<file path="src/rtl/enc_irq_pkg.sv">
package enc_irq_pkg;

  // control word bit positions
  localparam int CTL_MASTER   = 0;
  localparam int CTL_ENC_BASE = 1;

  // synchronizer depth ahead of edge detection
  localparam int SYNC_DEPTH = 2;

  // a phase pair moved if either line differs from its previous sample
  function automatic logic pair_moved(input logic [1:0] now_ph,
                                      input logic [1:0] old_ph);
    return (now_ph[0] ^ old_ph[0]) | (now_ph[1] ^ old_ph[1]);
  endfunction

  // sticky flag: a new event wins over a clearing read
  function automatic logic flag_next(input logic pend,
                                     input logic set_ev,
                                     input logic clr);
    return set_ev | (pend & ~clr);
  endfunction

  // pad pull-down only when unmasked and pending
  function automatic logic drive_low(input logic master,
                                     input logic pend);
    return master & pend;
  endfunction

endpackage

</file>
<file path="src/rtl/enc_sync.sv">
module enc_sync #(
  parameter int W      = 4,
  parameter int STAGES = 2
) (
  input  logic         clk,
  input  logic         rst_n,
  input  logic [W-1:0] din,
  output logic [W-1:0] dout
);

  logic [W-1:0] stg [STAGES];

  always_ff @(posedge clk) begin
    if (!rst_n) begin
      for (int i = 0; i < STAGES; i++) stg[i] <= '0;
    end else begin
      stg[0] <= din;
      for (int i = 1; i < STAGES; i++) stg[i] <= stg[i-1];
    end
  end

  assign dout = stg[STAGES-1];

endmodule

</file>
<file path="src/rtl/enc_motion.sv">
module enc_motion
  import enc_irq_pkg::*;
#(
  parameter int NUM_ENC   = 2,
  parameter int PRIME_CYC = 3
) (
  input  logic                 clk,
  input  logic                 rst_n,
  input  logic [2*NUM_ENC-1:0] sync_pins,
  output logic [NUM_ENC-1:0]   moved,
  output logic                 primed
);

  localparam int PINS  = 2 * NUM_ENC;
  localparam int CNT_W = $clog2(PRIME_CYC + 1);
  localparam logic [CNT_W-1:0] PRIME_LIM = CNT_W'(PRIME_CYC);

  logic [PINS-1:0]  prev_q;
  logic [CNT_W-1:0] warm_q;

  always_ff @(posedge clk) begin
    if (!rst_n) begin
      prev_q <= '0;
      warm_q <= '0;
    end else begin
      prev_q <= sync_pins;
      if (warm_q != PRIME_LIM) warm_q <= warm_q + 1'b1;
    end
  end

  assign primed = (warm_q == PRIME_LIM);

  for (genvar e = 0; e < NUM_ENC; e++) begin : g_enc
    assign moved[e] = primed & pair_moved(sync_pins[2*e +: 2], prev_q[2*e +: 2]);
  end

endmodule

</file>
<file path="src/rtl/irq_latch.sv">
module irq_latch
  import enc_irq_pkg::*;
(
  input  logic clk,
  input  logic rst_n,
  input  logic set_evt,
  input  logic clr_rd,
  output logic pend_q
);

  always_ff @(posedge clk) begin
    if (!rst_n) pend_q <= 1'b0;
    else        pend_q <= flag_next(pend_q, set_evt, clr_rd);
  end

endmodule

</file>
<file path="src/rtl/enc_irq_ctrl.sv">
module enc_irq_ctrl
  import enc_irq_pkg::*;
#(
  parameter int PORT_W  = 8,
  parameter int CTL_W   = 8,
  parameter int NUM_ENC = 2
) (
  input  logic              clk,
  input  logic              rst_n,
  input  logic [PORT_W-1:0] port_pins,
  input  logic [CTL_W-1:0]  ctrl_word,
  input  logic              clr_rd,
  output logic              irq_oe
);

  localparam int ENC_PINS  = 2 * NUM_ENC;
  localparam int CTL_USED  = CTL_ENC_BASE + NUM_ENC;
  localparam int PRIME_CYC = SYNC_DEPTH + 1;

  logic [ENC_PINS-1:0] sync_pins;
  logic [NUM_ENC-1:0]  moved;
  logic [NUM_ENC-1:0]  enc_en;
  logic                primed;
  logic                set_evt;
  logic                pend_q;

  enc_sync #(.W(ENC_PINS), .STAGES(SYNC_DEPTH)) u_sync (
    .clk   (clk),
    .rst_n (rst_n),
    .din   (port_pins[ENC_PINS-1:0]),
    .dout  (sync_pins)
  );

  enc_motion #(.NUM_ENC(NUM_ENC), .PRIME_CYC(PRIME_CYC)) u_motion (
    .clk       (clk),
    .rst_n     (rst_n),
    .sync_pins (sync_pins),
    .moved     (moved),
    .primed    (primed)
  );

  assign enc_en  = ctrl_word[CTL_ENC_BASE +: NUM_ENC];
  assign set_evt = |(moved & enc_en);

  irq_latch u_latch (
    .clk     (clk),
    .rst_n   (rst_n),
    .set_evt (set_evt),
    .clr_rd  (clr_rd),
    .pend_q  (pend_q)
  );

  assign irq_oe = drive_low(ctrl_word[CTL_MASTER], pend_q);

  if (PORT_W > ENC_PINS) begin : g_port_spare
    logic unused_port;
    assign unused_port = ^port_pins[PORT_W-1:ENC_PINS];
  end
  if (CTL_W > CTL_USED) begin : g_ctl_spare
    logic unused_ctl;
    assign unused_ctl = ^ctrl_word[CTL_W-1:CTL_USED];
  end
  logic unused_primed;
  assign unused_primed = primed;

endmodule

</file>
<file path="config.mk">
export PLATFORM = sky130hd
export DESIGN_NAME = enc_irq_ctrl
export DESIGN_NICKNAME = d
export VERILOG_FILES = /design/src/rtl/enc_irq_pkg.sv /design/src/rtl/enc_sync.sv /design/src/rtl/enc_motion.sv /design/src/rtl/irq_latch.sv /design/src/rtl/enc_irq_ctrl.sv
export SDC_FILE = /design/constraint.sdc
export NUM_CORES = 1
export LEC_CHECK = 0
export CAP_MARGIN = 0
export CORE_AREA = 2 2 39 41
export DETAILED_ROUTE_END_ITERATION = 16
export DIE_AREA = 0 0 41 43
export GPL_ROUTABILITY_DRIVEN = 0
export PLACE_DENSITY = 0.71
export SYNTH_ARGS = -nofsm -noshare
export SYNTH_HDL_FRONTEND = slang
export SYNTH_SLANG_ARGS = --single-unit
export TNS_END_PERCENT = 1
</file>
<file path="constraint.sdc">
create_clock -name clk -period 1.18 [get_ports clk]
set_input_delay 0.118 -clock clk [delete_from_list [all_inputs] [get_ports clk]]
set_output_delay 0.118 -clock clk [all_outputs]
set_load 0.05 [all_outputs]
</file>
==> results of run 1 <==
-- through the flow --
step | power (µW) | utilization | std cells
2_1_floorplan | 624 | - | 42
3_3_place_gp | 666 | 0.455 | 68
3_5_place_dp | 672 | 0.455 | 68
4_1_cts | 952 | 0.474 | 72
5_1_grt | 986 | 0.474 | 72
6_report | 938 | 0.474 | 72
-- path summary, 6_finish.rpt --
kind | startpoint | endpoint | slack [ns] | cells past startpoint
max | u_latch.pend_q | irq_oe | 0.14 | 2
min | port_pins[3] | u_sync.stg[0][3] | 0.41 | 2
max reg2reg | u_motion.warm_q[0] | u_motion.warm_q[1] | 0.20 | 3
min reg2reg | u_sync.stg[0][2] | u_sync.stg[0][6] | 0.44 | 1
-- kinds of logic (layout without fill, tap and decap cells) --
logic type | count (synthesis) | in the layout | synth area share
DFF | 15 | 15 | 0.602
buffers and inverters | 1 | 15 | 0.0150
xor gates and xnor gates | 5 | 5 | 0.0877
muxes | 1 | 1 | 0.0201
AOI/OAI and AO/OA | 2 | 2 | 0.0351
and+or+nand+nor | 17 | 17 | 0.216
adders and majority gates | 1 | 1 | 0.0251
-- metal layers --
metal / wire (µm) / GRT usage / up-vias
met2: 273 / 0.131 / 11
met4: 14 / 0.100 / 0
met5: 0 / 0 / -
li1: - / - / 165
met3: 43 / 0.0314 / 2
met1: 330 / 0.119 / 129
-- where the power goes --
group,switching (µW),internal (µW)
sequential,15.5,539
combinational,35.0,67.7
clock,150,131
total,201,738
-- layout make-up --
type                            instances  area (µm²)  share of cell area
Sequential cell                        15         300               0.458
Multi-Input combinational cell         26         191               0.292
Timing Repair Buffer                   11         118               0.179
Clock buffer                            4        26.3              0.0401
Tap cell                               16        20.0              0.0305
-- critical path, cell delays in order (launching register included) --
cell and delay [ns]:
dfxtp_1 0.34, and2_1 0.17, buf_12 0.14
-- cells in the mapped netlist (all sizes together) --
master / n
nand3b: 1
buf: 1
nand3: 1
xnor2: 1
nor2b: 1
dfxtp: 15
xor2: 4
ha: 1
mux2i: 1
and2: 14
o2111ai: 2
-- state kept, by name, summed over array words and instances, names as in the netlist --
register / flops
u_latch.pend_q: 1
u_sync.stg: 8
u_motion.prev_q: 4
u_motion.warm_q: 2
==> reports/results.txt, run 1 <==
The floorplan has 14 rows. The clock sink count is 15, and the number of diodes is 0. Netlist area before placement: 499 µm². The tools report the post-cts gate resize count as 0. Number of vias after detailed routing: 307.

The vertical die dimension was 43 µm; the overall track demand over capacity in global routing was 0.100. The run gives 0 ns as the total negative slack. After clock tree synthesis, the clock-pin slew on the worst setup and hold paths is 0.08 ns. The floorplan die width is 41 µm, and the final period utilization is 0.885.

The synthesized area per cell is 11.9 µm², and the area of the core is 1380 µm². Number of input and output port buffers inserted: 10. For this block, the initial DRC count from the detailed router was 0.

Setup violations remaining at the end of the flow were counted as 0. The tools report the worst-case clock buffer depth as 2. The kind of capture point of the worst setup path is an output port. Max-cap violations in this run came to 0. Based on the critical path, the design can be clocked at up to 958 MHz.

The logs give 0.410 ns for the tightest hold margin and 0.136 ns for the worst path setup slack after routing. Setup repair after global routing left no endpoint under its margin. By area the synthesized netlist is led by dfxtp_1 60%, and2_1 16%, xor2_1 7.0%, o2111ai_1 3.5%, ha_1 2.5%. For this design the top-level I/O count stands at 20. The highest fanout seen on the critical path was 2; the clock network latency to the later pin of the worst-skew pair was 0.28 ns.

The fraction of final layout cells with drive strength greater than 1 came out at 0.107. On the final layout, the worst clock skew is 0.00121 ns. The final layout contains 77 nets. The library cell used most frequently in the layout, excluding fill and tap cells, is dfxtp_1. The data arrival time of the worst path is 0.93 ns. The final critical delay including setup and external delays was 1.04 ns. Number of nets produced by synthesis: 62. Class of the tightest hold or removal check: input port to flop.

Wires add up to 661 µm. Power density of the placed cells: 1430 nW/µm². The cell count after synthesis came out at 42. The area of the die is 1760 µm². For the pin with the worst max-slew slack, the measured transition is 0.196 ns. The run gives 1 as the count of TritonRoute iterations in the first routing pass.

The initial standard-cell utilization of the core came out at 0.361. STA puts the critical path data required time at 1.06 ns. The share of the synthesized area in the top cell type works out to 0.602. The number of distinct library cell variants in the gate-level netlist after synthesis was 12; the mean routed wirelength per cell was 9.18 µm.

For the count of warnings emitted by yosys, the log shows 0. TritonCTS built the clock tree. The sequential fraction of the synthesis area is 0.602. The biggest area contributor in the post-synthesis netlist is dfxtp_1. The number of global-route vias before repair was 253. The first-pass GRT wire length is 1.10 mm.

The number of filler cells placed in the layout came out at 133. The worst-case vdd ir drop is 0.514 mV. The run gives 0 as the number of antenna violations at the first check in global routing. Clock tree synthesis inserted a total of 3 buffers. The number of design rule violations left after detail routing came out at 0. For this design, the CTS-stage hold fixing added 0 buffers. Final hold violation count: 0.

For the final max-slew violation count, the log shows 0. In this run the clock root is driven by a clkbuf_4. The critical path in this run is classified as flop to output port. For this run the aggregate overflow at the end of global routing stands at 0.

The area growth from synthesis to layout is 31.3%. The run finished with clean final reports. The number of setup buffers added after CTS was 0; the post-route standard cell area excluding fillers was 656 µm². The worst setup slack before clock tree synthesis is 0.151 ns. The worst setup path is launched from a flop. Summing all placed instances gives a cell area of 629 µm².

The final antenna-violating net count was 0. The level count of the clock H-tree is 1. The analysis attributes to cell leakage a power of 0.000282 µW.

Synthesis inferred 15 register bits. Leaving out fill and tap cells, the most frequent cells in the layout are 15 x dfxtp_1, 13 x and2_1, 9 x clkdlybuf4s50_1. The worst relative slew slack was 0.870.

Entering global routing, the biggest net connects 18 pins. After detailed routing, the number of vias per cell comes to 4.26.
(Power assumes the default switching activity.)
==> run 2: changes to the inputs <==
--- a/config.mk
+++ b/config.mk
@@ -9,7 +9,6 @@
 export CORE_AREA = 2 2 39 41
 export DETAILED_ROUTE_END_ITERATION = 16
 export DIE_AREA = 0 0 41 43
-export GPL_ROUTABILITY_DRIVEN = 0
 export PLACE_DENSITY = 0.71
 export SYNTH_ARGS = -nofsm -noshare
 export SYNTH_HDL_FRONTEND = slang
==> results of run 2 <==
The final DEF is identical to that of run 1; final timing and power are the same.
